### src/rtl/dl_pkg.sv
package dl_pkg;

  // carrier is high in the first half of its period
  function automatic logic carrier_high(input int phase, input int osr);
    return phase < (osr / 2);
  endfunction

  // bit clock is high in the first half of the window
  function automatic logic bitclk_high(input int pcnt, input int ppb);
    return pcnt < (ppb / 2);
  endfunction

  // next transmitted bit
  function automatic logic next_tx(input logic wr_en, input logic wr_data,
                                   input logic seen);
    return wr_en ? wr_data : seen;
  endfunction

endpackage

### src/rtl/dl_timing.sv
module dl_timing #(
  parameter int OSR = 4,
  parameter int PPB = 4
) (
  input  logic clk,
  input  logic rst_n,
  output logic carrier,
  output logic bit_clk,
  output logic bit_end
);
  localparam int PH_W = (OSR > 1) ? $clog2(OSR) : 1;
  localparam int PC_W = (PPB > 1) ? $clog2(PPB) : 1;
  localparam logic [PH_W-1:0] PH_LAST = PH_W'(OSR - 1);
  localparam logic [PC_W-1:0] PC_LAST = PC_W'(PPB - 1);

  logic [PH_W-1:0] phase_q;
  logic [PC_W-1:0] pcnt_q;
  logic            phase_wrap;

  assign phase_wrap = (phase_q == PH_LAST);
  assign bit_end    = phase_wrap && (pcnt_q == PC_LAST);
  assign carrier    = dl_pkg::carrier_high(int'(phase_q), OSR);
  assign bit_clk    = dl_pkg::bitclk_high(int'(pcnt_q), PPB);

  always_ff @(posedge clk) begin
    if (!rst_n) begin
      phase_q <= '0;
      pcnt_q  <= '0;
    end else begin
      phase_q <= phase_wrap ? '0 : phase_q + 1'b1;
      if (phase_wrap) pcnt_q <= (pcnt_q == PC_LAST) ? '0 : pcnt_q + 1'b1;
    end
  end

  // a window ends and the next one starts with bit_clk high
  p_bitclk_start_r2: assert property (@(posedge clk) disable iff (!rst_n)
    bit_end |=> bit_clk);
  // carrier stays high for at least two clocks
  p_carrier_width_r2: assert property (@(posedge clk) disable iff (!rst_n)
    $rose(carrier) |=> carrier);
  // carrier is high at every window start
  p_carrier_align_r2: assert property (@(posedge clk) disable iff (!rst_n)
    bit_end |=> carrier);
endmodule

### src/rtl/dl_sync.sv
module dl_sync (
  input  logic clk,
  input  logic rst_n,
  input  logic line_n,
  output logic hit
);
  logic s1_q, s2_q;

  always_ff @(posedge clk) begin
    if (!rst_n) begin
      s1_q <= 1'b1;
      s2_q <= 1'b1;
    end else begin
      s1_q <= line_n;
      s2_q <= s1_q;
    end
  end

  assign hit = !s2_q;

  // a low sample reaches the detector two clocks later
  p_latency_r10: assert property (@(posedge clk) disable iff (!rst_n)
    !line_n |=> ##1 hit);
endmodule

### src/rtl/dl_detect.sv
module dl_detect (
  input  logic clk,
  input  logic rst_n,
  input  logic hit,
  input  logic bit_end,
  input  logic wr_en,
  input  logic wr_data,
  output logic rec_bit,
  output logic tx_bit
);
  logic latch_q, rec_q, tx_q, seen;

  assign seen = latch_q | hit;

  always_ff @(posedge clk) begin
    if (!rst_n) begin
      latch_q <= 1'b0;
      rec_q   <= 1'b0;
      tx_q    <= 1'b0;
    end else begin
      latch_q <= bit_end ? 1'b0 : seen;
      if (bit_end) begin
        rec_q <= seen;
        tx_q  <= dl_pkg::next_tx(wr_en, wr_data, seen);
      end
    end
  end

  assign rec_bit = rec_q;
  assign tx_bit  = tx_q;

  // detector cleared at the boundary
  p_clear_r5: assert property (@(posedge clk) disable iff (!rst_n)
    bit_end |=> !latch_q);
  // a pulse inside a window is held
  p_sticky_r4: assert property (@(posedge clk) disable iff (!rst_n)
    (hit && !bit_end) |=> latch_q);
  // recovered bit holds between boundaries
  p_rec_hold_r6: assert property (@(posedge clk) disable iff (!rst_n)
    !bit_end |=> $stable(rec_q));
  // recirculation sends the recovered bit
  p_recirc_r7: assert property (@(posedge clk) disable iff (!rst_n)
    (bit_end && !wr_en) |=> (tx_q == rec_q));
  // write path overrides the line
  p_write_r8: assert property (@(posedge clk) disable iff (!rst_n)
    (bit_end && wr_en) |=> (tx_q == $past(wr_data)));
endmodule

### src/rtl/dl_regen.sv
module dl_regen #(
  parameter int OSR = 4,
  parameter int PPB = 4
) (
  input  logic clk,
  input  logic rst_n,
  input  logic line_n,
  input  logic wr_en,
  input  logic wr_data,
  output logic drive,
  output logic carrier,
  output logic bit_clk,
  output logic rec_bit
);
  logic bit_end, hit, tx_bit;

  dl_timing #(.OSR(OSR), .PPB(PPB)) u_timing (
    .clk(clk), .rst_n(rst_n), .carrier(carrier),
    .bit_clk(bit_clk), .bit_end(bit_end));

  dl_sync u_sync (.clk(clk), .rst_n(rst_n), .line_n(line_n), .hit(hit));

  dl_detect u_detect (
    .clk(clk), .rst_n(rst_n), .hit(hit), .bit_end(bit_end),
    .wr_en(wr_en), .wr_data(wr_data), .rec_bit(rec_bit), .tx_bit(tx_bit));

  assign drive = carrier & tx_bit;

  // drive never rises while carrier is steady
  p_drive_edge_r1: assert property (@(posedge clk) disable iff (!rst_n)
    $rose(drive) |-> $rose(carrier) || $rose(tx_bit));
  // a transmitted zero keeps drive low
  p_zero_silent_r1: assert property (@(posedge clk) disable iff (!rst_n)
    !tx_bit |-> !drive);
endmodule

### config.mk
export PLATFORM = sky130hd
export DESIGN_NAME = dl_regen
export DESIGN_NICKNAME = d
export VERILOG_FILES = /design/src/rtl/dl_pkg.sv /design/src/rtl/dl_timing.sv /design/src/rtl/dl_sync.sv /design/src/rtl/dl_detect.sv /design/src/rtl/dl_regen.sv
export SDC_FILE = /design/constraint.sdc
export NUM_CORES = 1
export LEC_CHECK = 0
export BUFFER_PORTS_ARGS = -buffer_cell sky130_fd_sc_hd__buf_2
export CAP_MARGIN = 20
export CORE_MARGIN = 5
export CORE_UTILIZATION = 24
export DETAILED_ROUTE_END_ITERATION = 16
export PLACE_DENSITY = 0.55
export SETUP_SLACK_MARGIN = 0.2
export SYNTH_ARGS = -nofsm -noshare
export SYNTH_HDL_FRONTEND = slang
export SYNTH_SLANG_ARGS = --single-unit
### constraint.sdc
create_clock -name clk -period 0.9 [get_ports clk]
set_input_delay 0.09 -clock clk [delete_from_list [all_inputs] [get_ports clk]]
set_output_delay 0.09 -clock clk [all_outputs]
set_load 0.02 [all_outputs]
; Word-level counts from Yosys, hierarchy flattened
; Index checks and enable logic that the tools add are counted.
[totals]
reg_bits = 9
latch_bits = 0
mem_bits_rw = 0
rom_bits = 0
output_inout_bits = 4
elab_cells = 22
n_memories = 0
[op_classes]
n_addsub = 2
n_mul = 0
div = 0
order_cmp = 2
n_eq_ne = 2
shifts = 0
n_mux = 2
bitwise_logic = 3
n_reduce_logical = 4
[op_table]
columns = operator, n
row1 = "adder 2 x 1 -> 2 bit, second input constant", 2
row2 = "== test 2 bit, second input constant", 2
row3 = "< comparator 2 bit, second input constant", 2
row4 = OR reduction 2 bit, 2
row5 = two-way mux 2 bit, 1
row6 = AND 1 bit, 1
row7 = logical AND 1 bit, 1
row8 = logical NOT 1 bit, 1
row9 = two-way mux 1 bit, 1
row10 = NOT 1 bit, 1
row11 = OR 1 bit, 1

; Depth between registers and ports, before layout
; Gate-level depths: netlist of run 1.
[logic_depth]
word_depth = 3
ltp_mapped = 5
mapped_depth_nobuf = 4

; Hierarchy
; A second synthesis of run 1 with hierarchy kept.
[unflattened]
hier_cells = 35
hier_area_um2 = 356.6
[by_module_without_submodules]
columns = module, n_inst, cells_each, area_per_inst_um2, seq_area_each_um2
row1 = dl_timing, 1, 16, 180.2, 80.1
row2 = dl_detect, 1, 13, 113.9, 60.1
row3 = dl_sync, 1, 5, 56.3, 40.0
row4 = dl_regen, 1, 1, 6.3, 0.0

; Worst setup path before layout of run 1
; OpenSTA, ideal clock, no wires.
[synth_path]
path_type = register to register
startpoint = reg u_timing.phase_q[0]
endpoint = reg u_detect.rec_q, in the netlist u_detect.rec_bit
arrival_ns = 0.807
setup_slack_ns = -0.027
stages_incl_launch_ff = 5
path_buffers = 1
path_cell_list = dfxtp_1 ha_1 buf_6 a21oi_1 nor3b_2
[synth_between]
elab_chain_len = 2
[synth_lines]
columns = element, line
row1 = start: declaration, dl_timing.sv:16  ; logic [PH_W-1:0] phase_q;
row2 = start signal: assignment, dl_timing.sv:30  ; phase_q <= phase_wrap ? '0 : phase_q + 1'b1;
row3 = == test 2 bit, dl_timing.sv:20  ; assign phase_wrap = (phase_q == PH_LAST);
row4 = logical AND 1 bit, dl_timing.sv:21  ; assign bit_end = phase_wrap && (pcnt_q == PC_LAST);
row5 = end signal: assignment, dl_detect.sv:23  ; rec_q <= seen;
row6 = end: declaration, dl_detect.sv:11  ; logic latch_q, rec_q, tx_q, seen;
; No other way between the ends.
; A chain may end at the register's enable or synchronous reset.

; Final worst setup path of run 1
[layout_path]
startpoint = reg u_timing.phase_q[1]
endpoint = out drive
[layout_between]
elab_chain_len = 2
[layout_lines]
columns = element, line
row1 = < comparator 2 bit, dl_pkg.sv:5  ; return phase < (osr / 2);
row2 = AND 1 bit, dl_regen.sv:27  ; assign drive = carrier & tx_bit;
row3 = end: declaration, dl_regen.sv:10  ; output logic drive,
; No other way between the ends.

==> flow_metrics.env, run 1 <==
export IMPL_placementRows=14
export IMPL_rsz0062_at_grt="true"
export IMPL_p_total_mw=0.8765
export IMPL_chipHeight_um=49.28
export IMPL_postSynthAreaPerCell_um2=10.89
export IMPL_num_nets_final=58
export IMPL_source_to_sink_clock_delay_at_the_later_pin_of_the_worst_skew_pair_ns=0.25
export IMPL_final_instance_count_excl_fill=66
export IMPL_final_antenna_net_count=0
export IMPL_number_of_diodes=0
export IMPL_core_area_um2=1489
export IMPL_dpl_instance_area_um2=449.2
export IMPL_util_after_layout_pct=37.31
export IMPL_ir_drop_uv=799.1
export IMPL_globalRouteTotalUtil_pct=6.804
export IMPL_place_detailed_hpwl_um=437.2
export IMPL_worst_ep_required_time_ns=0.81
export IMPL_cp_start_kind="flop"
export IMPL_ys_warnings_count=0
export IMPL_timing_clock_skew_ns=0.001243
export IMPL_post_route_drc_count=0
export IMPL_violated_checks="setup timing"
export IMPL_post_route_cells_drive_above_1_share_pct=62.00
export IMPL_slew_violations=0
export IMPL_post_drt_via_cell_ratio=4.409
export IMPL_pin_count=9
export IMPL_worstHoldPathType="input port to flop"
export IMPL_worst_pin_slew_ns=0.1242
export IMPL_postSynthNetCount=41
export IMPL_design_area_um2=555.5
export IMPL_seq_cells_post_synth=9
export IMPL_routabilityCongestion=0.5575
export IMPL_clock_tree_buffer_depth=2
export IMPL_finalCritPeriodShare_pct=113.1
export IMPL_ys_seq_area_share_pct=48.65
export IMPL_grt_max_degree=10
export IMPL_path_max_fanout=2
export IMPL_detailedRoute_firstPassIterationCount=3
export IMPL_timing_slew_headroom_pct=91.48
export IMPL_netlist_area_um2=370.4
export IMPL_critPathArrivalTime_ns=0.93
export IMPL_place_inst=60
export IMPL_number_of_different_library_cells_in_the_post_synthesis_netlist=18
export IMPL_root_buffer="sky130_fd_sc_hd__clkbuf_4"
export IMPL_numPortBuffers=8
export IMPL_path_cells="buf_6, nor2b_1, buf_4"
export IMPL_cts_buffers_inserted=3
export IMPL_globalRoute_totalOverflow=0
export IMPL_cts_tree="done"
export IMPL_chipWidth_um=49.28
export IMPL_setup_slack_ns=-0.1177
export IMPL_grt_antenna_before_repair=0
export IMPL_mostFrequentLayoutCells="sky130_fd_sc_hd__buf_6 (5), sky130_fd_sc_hd__dfxtp_1 (5), sky130_fd_sc_hd__buf_2 (4), sky130_fd_sc_hd__buf_4 (4)"
export IMPL_worst_path_largest_cell_delay_ns=0.32
export IMPL_numClockSinks=9
export IMPL_grt_pass1_wl_um=1269
export IMPL_cts_hold_repair_buffers=0
export IMPL_die_area_um2=2429
export IMPL_crit_path_end_kind="output pin"
export IMPL_first_global_vias=315
export IMPL_report_final_setup_viol=9
export IMPL_max_stage_delay_cell_worst_path="sky130_fd_sc_hd__dfxtp_2"
export IMPL_fill_cells=151
export IMPL_dr_total_vias=291
export IMPL_finalWorstPathRequiredPeriod_ns=1.018
export IMPL_clock_slew_at_reported_path_ffs_ns=0.06
export IMPL_initial_util_pct=24.87
export IMPL_wl_per_cell_um=10.35
export IMPL_p_leak_nw=0.2269
export IMPL_status="finished, violations left"
export IMPL_syn_instance_count=34
export IMPL_htree_levels=1
export IMPL_hold_viol=0
export IMPL_critical_path_class="flop to output pin"
export IMPL_timing_max_cap_violations=0
export IMPL_drtIter0Drc=5
export IMPL_powerDensity_nw_per_um2=1578
export IMPL_fin_tns_setup_ns=-0.6029
export IMPL_area_delta_synth_final_pct=50.00
export IMPL_wl_um=683
export IMPL_timing_fmax_ghz=0.9826
## flip-flops by register name, summed over array words and instances (netlist names)
name / flops
u_detect.latch_q: 1
u_sync.s2_q: 1
u_detect.rec_bit: 1
u_detect.tx_bit: 1
u_timing.phase_q: 2
u_sync.s1_q: 1
u_timing.pcnt_q: 2
## what timing repair did
item,in CTS,in global routing
endpoints found under the hold margin,0,0
pin swaps,1,0
gates resized for setup,17,3
buffers inserted,2,0
setup endpoints to repair,11,11
## cell usage after synthesis
cell type                   count  share of area (%)
sky130_fd_sc_hd__dfxtp_1        9                 49
sky130_fd_sc_hd__nand2b_1       3                5.1
sky130_fd_sc_hd__nor2b_1        3                5.1
sky130_fd_sc_hd__ha_1           2                6.8
sky130_fd_sc_hd__inv_1          2                2.0
sky130_fd_sc_hd__mux2i_1        2                5.4
sky130_fd_sc_hd__nor2_1         2                2.0
sky130_fd_sc_hd__a21boi_1       1                2.0
sky130_fd_sc_hd__a21oi_1        1                1.4
sky130_fd_sc_hd__and3_1         1                1.7
sky130_fd_sc_hd__and3b_2        1                2.7
sky130_fd_sc_hd__buf_6          1                3.0
sky130_fd_sc_hd__nand2_1        1                1.0
sky130_fd_sc_hd__nand2_2        1                1.7
sky130_fd_sc_hd__nand2b_4       1                3.7
sky130_fd_sc_hd__nor3b_1        1                2.0
sky130_fd_sc_hd__nor3b_2        1                3.4
sky130_fd_sc_hd__o2111ai_1      1                2.4
## cell families after synthesis
| group | synth area share [%] |
|---|---|
| mux | 5.406 |
| simple gates | 28.38 |
| buf+inv | 5.068 |
| fa+ha+maj | 6.756 |
| flops | 48.65 |
| compound gates | 5.743 |
## report_power, final
part           switching (mW)  internal, mW  total [mW]
Sequential             0.0163         0.420       0.437
Clock                   0.130         0.170       0.300
Combinational          0.0540        0.0857       0.140
## routing by layer
layer	part of all wire, %	track usage (%)
met5	0	0
met4	0.59	5.381
met1	45	8.088
met2	48	9.871
met3	6.4	2.141
## critical path, delay by kind of cell, from the launching register on
kind,cells,cell delay [ns]
DFF,1,0.32
buffers and inverters,2,0.26
and+or+nand+nor,1,0.10
## per-stage QoR
step / hold WS (ns) / setup WS, ns
final: 0.01954 / -0.1177
after global placement: 0.2715 / -0.05701
after detailed placement: 0.2748 / -0.07881
after global routing: 0.03818 / -0.1951
after CTS: 0.007497 / -0.1405
after floorplan: 0.1630 / -0.02452
## path summary, 6_finish.rpt
check | cells past startpoint | slack [ns] | start | end
worst min-delay path | 2 | 0.02 | line_n | u_sync.s1_q
worst max-delay path | 3 | -0.12 | u_timing.phase_q[1] | drive
worst min register to register | 1 | 0.41 | u_sync.s1_q | u_sync.s2_q
worst max register to register | 4 | -0.10 | u_timing.phase_q[1] | u_timing.pcnt_q[1]
## cell type report
type | instances | area (um^2) | area share, %
clock buffers | 4 | 26.28 | 4.730
inverters | 2 | 7.507 | 1.351
multi-input cells | 22 | 207.7 | 37.39
flip-flops and latches | 9 | 187.7 | 33.78
well taps | 16 | 20.02 | 3.604
repair buffers | 13 | 106.4 | 19.14
(Power assumes the default switching activity.)
==> inputs of run 2 (changes only) <==
Settings changed: RECOVER_POWER from default to 50.
==> flow_metrics.env, run 2 (synthesized netlist as in run 1, its figures left out) <==
export IMPL_final_instance_count_excl_fill=66
export IMPL_timing_clock_skew_ns=0.001464
export IMPL_chipWidth_um=49.28
export IMPL_grt_max_degree=10
export IMPL_ir_drop_uv=801.4
export IMPL_first_global_vias=315
export IMPL_max_stage_delay_cell_worst_path="sky130_fd_sc_hd__dfxtp_2"
export IMPL_num_nets_final=58
export IMPL_grt_antenna_before_repair=0
export IMPL_wl_um=672
export IMPL_timing_fmax_ghz=0.9821
export IMPL_routabilityCongestion=0.5575
export IMPL_path_cells="buf_6, nor2b_1, buf_4"
export IMPL_share_seq_of_total_power_pct=49.8
export IMPL_worstHoldPathType="input port to flop"
export IMPL_worst_path_largest_cell_delay_ns=0.32
export IMPL_clock_tree_buffer_depth=2
export IMPL_p_total_mw=0.8766
export IMPL_switching_part_of_the_total_power_pct=22.93
export IMPL_core_area_um2=1489
export IMPL_dp_slack_ns=-0.07881
export IMPL_wl_per_cell_um=10.18
export IMPL_number_of_diodes=0
export IMPL_hold_viol=0
export IMPL_report_final_setup_viol=9
export IMPL_dpl_instance_area_um2=449.2
export IMPL_powerDensity_nw_per_um2=1581
export IMPL_initial_util_pct=24.87
export IMPL_root_buffer="sky130_fd_sc_hd__clkbuf_4"
export IMPL_util_after_layout_pct=37.23
export IMPL_largest_registers="u_timing.pcnt_q (2), u_timing.phase_q (2)"
export IMPL_switchingPower_mw=0.2010
export IMPL_p_leak_nw=0.2242
export IMPL_grt_pass1_wl_um=1269
export IMPL_area_delta_synth_final_pct=49.66
export IMPL_mostFrequentLayoutCells="sky130_fd_sc_hd__buf_6 (5), sky130_fd_sc_hd__dfxtp_1 (5), sky130_fd_sc_hd__buf_4 (4)"
export IMPL_placementRows=14
export IMPL_post_drt_via_cell_ratio=4.348
export IMPL_timing_max_cap_violations=0
export IMPL_cts_tree="done"
export IMPL_numPortBuffers=8
export IMPL_globalRouteTotalUtil_pct=6.804
export IMPL_timing_slew_headroom_pct=79.70
export IMPL_cts_hold_repair_buffers=0
export IMPL_pwr_share_clk_pct=34.3
export IMPL_worst_pin_slew_ns=0.3046
export IMPL_fill_cells=152
export IMPL_finalCritPeriodShare_pct=113.1
export IMPL_source_to_sink_clock_delay_at_the_later_pin_of_the_worst_skew_pair_ns=0.25
export IMPL_htree_levels=1
export IMPL_violated_checks="setup timing"
export IMPL_cellInternalPower_mw=0.6756
export IMPL_finalWorstPathRequiredPeriod_ns=1.018
export IMPL_place_inst=60
export IMPL_chipHeight_um=49.28
export IMPL_detailedRoute_firstPassIterationCount=3
export IMPL_die_area_um2=2429
export IMPL_setup_slack_ns=-0.1183
export IMPL_design_area_um2=554.3
export IMPL_numClockSinks=9
export IMPL_fin_tns_setup_ns=-0.6068
export IMPL_critical_path_class="flop to output pin"
export IMPL_globalRoute_totalOverflow=0
export IMPL_drtIter0Drc=5
export IMPL_critPathArrivalTime_ns=0.93
export IMPL_path_buf_inv=2
export IMPL_dr_total_vias=287
export IMPL_cp_start_kind="flop"
export IMPL_worst_ep_required_time_ns=0.81
export IMPL_path_max_fanout=2
export IMPL_worst_path_dominant_cell_family="flip-flops"
export IMPL_status="finished, violations left"
export IMPL_place_detailed_hpwl_um=437.2
export IMPL_final_antenna_net_count=0
export IMPL_cts_buffers_inserted=3
export IMPL_rsz0062_at_grt="true"
export IMPL_post_route_cells_drive_above_1_share_pct=60.00
export IMPL_crit_path_end_kind="output pin"
export IMPL_setup_reg_to_reg_worst_slack_ns=-0.10
export IMPL_clock_slew_at_reported_path_ffs_ns=0.06
export IMPL_post_route_drc_count=0
export IMPL_combPwrFrac_pct=15.8
export IMPL_regArea_um2=187.7
export IMPL_slew_violations=0
export IMPL_pin_count=9
export IMPL_hold_slack_ns=0.01918
export IMPL_multi_input_gate_area_in_the_final_layout_um2=207.7
[run 2: cell type report]
cell class	count	area share, %
inverters	2	1.354
repair buffers	13	18.96
flip-flops and latches	9	33.86
clock buffers	4	4.740
well taps	16	3.612
multi-input cells	22	37.47
[run 2: power by group through the flow]
stage | clock network (mW) | logic [mW] | registers (mW)
2_1_floorplan | 0 | 0.0629 | 0.442
3_3_place_gp | 0 | 0.0992 | 0.442
3_5_place_dp | 0 | 0.101 | 0.442
4_1_cts | 0.314 | 0.137 | 0.439
5_1_grt | 0.341 | 0.154 | 0.440
6_report | 0.301 | 0.139 | 0.437
[run 2: worst paths after layout]
| path | start | endpoint | depth (start not counted) |
|---|---|---|---|
| setup reg to reg | u_timing.phase_q[1] | u_timing.pcnt_q[1] | 4 |
| hold reg to reg | u_sync.s1_q | u_sync.s2_q | 1 |
| setup / recovery | u_timing.phase_q[1] | drive | 3 |
| hold / removal | line_n | u_sync.s1_q | 2 |
[run 2: timing repair]
| action | in CTS | in global routing |
|---|---|---|
| pin swaps | 1 | 0 |
| setup buffers | 2 | 0 |
| setup endpoints to repair | 11 | 11 |
| gates resized for setup | 17 | 3 |
[run 2: per-layer routing]
metal	track usage [%]	share of wire [%]
met1	8.088	45
met4	5.381	0.60
met3	2.141	6.7
met5	0	0
met2	9.871	48
==> inputs of run 3 (changes only) <==
Settings changed: PLACE_DENSITY 0.55 to 0.53.
Clock period 0.9 ns to 1.29 ns, I/O delays scaled along.
==> flow_metrics.env, run 3 (synthesized netlist as in run 1, its figures left out) <==
export IMPL_finalCritPeriodShare_pct=77.27
export IMPL_worst_path_largest_cell_delay_ns=0.34
export IMPL_timing_fmax_ghz=1.003
export IMPL_worstHoldPathType="input port to flop"
export IMPL_fill_cells=165
export IMPL_path_depth=2
export IMPL_util_after_layout_pct=30.50
export IMPL_p_leak_nw=0.1809
export IMPL_largest_registers="u_timing.pcnt_q (2), u_timing.phase_q (2)"
export IMPL_post_drt_via_cell_ratio=4.180
export IMPL_status="complete, no violations"
export IMPL_report_final_setup_viol=0
export IMPL_globalRouteTotalUtil_pct=5.503
export IMPL_worst_path_dominant_cell_family="flip-flops"
export IMPL_rsz0062_at_grt="false"
export IMPL_placementRows=14
export IMPL_initial_util_pct=24.87
export IMPL_final_instance_count_excl_fill=61
export IMPL_drtIter0Drc=0
export IMPL_wl_per_cell_um=9.459
export IMPL_path_buf_inv=1
export IMPL_detailedRoute_firstPassIterationCount=1
export IMPL_htree_levels=1
export IMPL_chipWidth_um=49.28
export IMPL_num_nets_final=53
export IMPL_chipHeight_um=49.28
export IMPL_max_stage_delay_cell_worst_path="sky130_fd_sc_hd__dfxtp_1"
export IMPL_worst_setup_path_startpoint="u_timing.phase_q[1]"
export IMPL_grt_antenna_before_repair=0
export IMPL_worst_r2r_startpoint="u_timing.pcnt_q[0]"
export IMPL_number_of_diodes=0
export IMPL_post_route_cells_drive_above_1_share_pct=28.89
export IMPL_post_cts_repair_setup_buffers=0
export IMPL_grt_pass1_wl_um=979
export IMPL_path_cells="nor2b_1, buf_2"
export IMPL_worst_pin_slew_ns=0.2933
export IMPL_numPortBuffers=8
export IMPL_die_area_um2=2429
export IMPL_hold_slack_ns=0.05209
export IMPL_layout_cells_most_common="sky130_fd_sc_hd__dfxtp_1"
export IMPL_hold_viol=0
export IMPL_dr_total_vias=255
export IMPL_clock_tree_buffer_depth=2
export IMPL_area_delta_synth_final_pct=22.64
export IMPL_cts_tree="done"
export IMPL_cp_start_kind="flop"
export IMPL_whs_path_depth=2
export IMPL_pin_count=9
export IMPL_root_buffer="sky130_fd_sc_hd__clkbuf_4"
export IMPL_clock_slew_at_reported_path_ffs_ns=0.06
export IMPL_regArea_um2=180.2
export IMPL_worst_ep_required_time_ns=1.16
export IMPL_post_route_drc_count=0
export IMPL_timing_max_cap_violations=0
export IMPL_place_inst=57
export IMPL_numClockSinks=9
export IMPL_timing_slew_headroom_pct=80.45
export IMPL_ir_drop_uv=526.3
export IMPL_wl_um=577
export IMPL_final_antenna_net_count=0
export IMPL_setup_slack_ns=0.2933
export IMPL_routabilityCongestion=0.6513
export IMPL_source_to_sink_clock_delay_at_the_later_pin_of_the_worst_skew_pair_ns=0.25
export IMPL_design_area_um2=454.2
export IMPL_dp_slack_ns=0.2079
export IMPL_path_max_fanout=3
export IMPL_core_area_um2=1489
export IMPL_globalRoute_totalOverflow=0
export IMPL_slew_violations=0
export IMPL_first_global_vias=227
export IMPL_dpl_instance_area_um2=419.2
export IMPL_critPathArrivalTime_ns=0.87
export IMPL_ff2ff_path_depth=3
export IMPL_place_detailed_hpwl_um=403.6
export IMPL_fin_tns_setup_ns=0
export IMPL_multi_input_gate_area_in_the_final_layout_um2=183.9
export IMPL_mostFrequentLayoutCells="sky130_fd_sc_hd__dfxtp_1 (9), sky130_fd_sc_hd__buf_2 (5), sky130_fd_sc_hd__clkbuf_1 (4)"
export IMPL_crit_path_end_kind="output pin"
export IMPL_cts_hold_repair_buffers=0
export IMPL_timing_clock_skew_ns=0.003314
export IMPL_finalWorstPathRequiredPeriod_ns=0.9967
export IMPL_worstHoldStart="line_n"
export IMPL_critical_path_class="flop to output pin"
export IMPL_p_total_mw=0.5776
export IMPL_grt_max_degree=10
export IMPL_powerDensity_nw_per_um2=1272
export IMPL_cts_buffers_inserted=3
run 3: changes by cell type in the layout (fill, tap and decap cells not counted), moves of 3 or more:
cell / change
sky130_fd_sc_hd__dfxtp_1: +4
sky130_fd_sc_hd__dfxtp_2: -3
sky130_fd_sc_hd__buf_6: -5
sky130_fd_sc_hd__buf_4: -4
run 3: final cells by class:
type / instances / share of cell area [%]
tap: 16 / 4.408
clock buffer: 4 / 5.785
timing repair buffer: 8 / 7.989
inverter: 2 / 1.653
sequential: 9 / 39.67
multi-input combinational: 22 / 40.50
run 3: metal layers:
metal,track usage (%),wire length [um],vias up
met3,5.199,65,0
met1,7.024,272,110
met5,0,0,-
met2,5.794,239,9
met4,2.691,0,0
li1,-,-,136
run 3: worst paths after layout:
kind | endpoint | slack, ns
setup / recovery | drive | 0.29
hold / removal | u_sync.s1_q | 0.05
setup reg to reg | u_detect.latch_q | 0.33
hold reg to reg | u_sync.s2_q | 0.40
run 3: report_power, final:
part	internal [mW]	switching, mW
Clock	0.119	0.0912
Combinational	0.0343	0.0271
Sequential	0.294	0.0128
run 3: repair_timing:
action / CTS / global route
gates resized for setup: 1 / 1
endpoints found under the setup margin: 1 / 1
cloned: 0 / 0
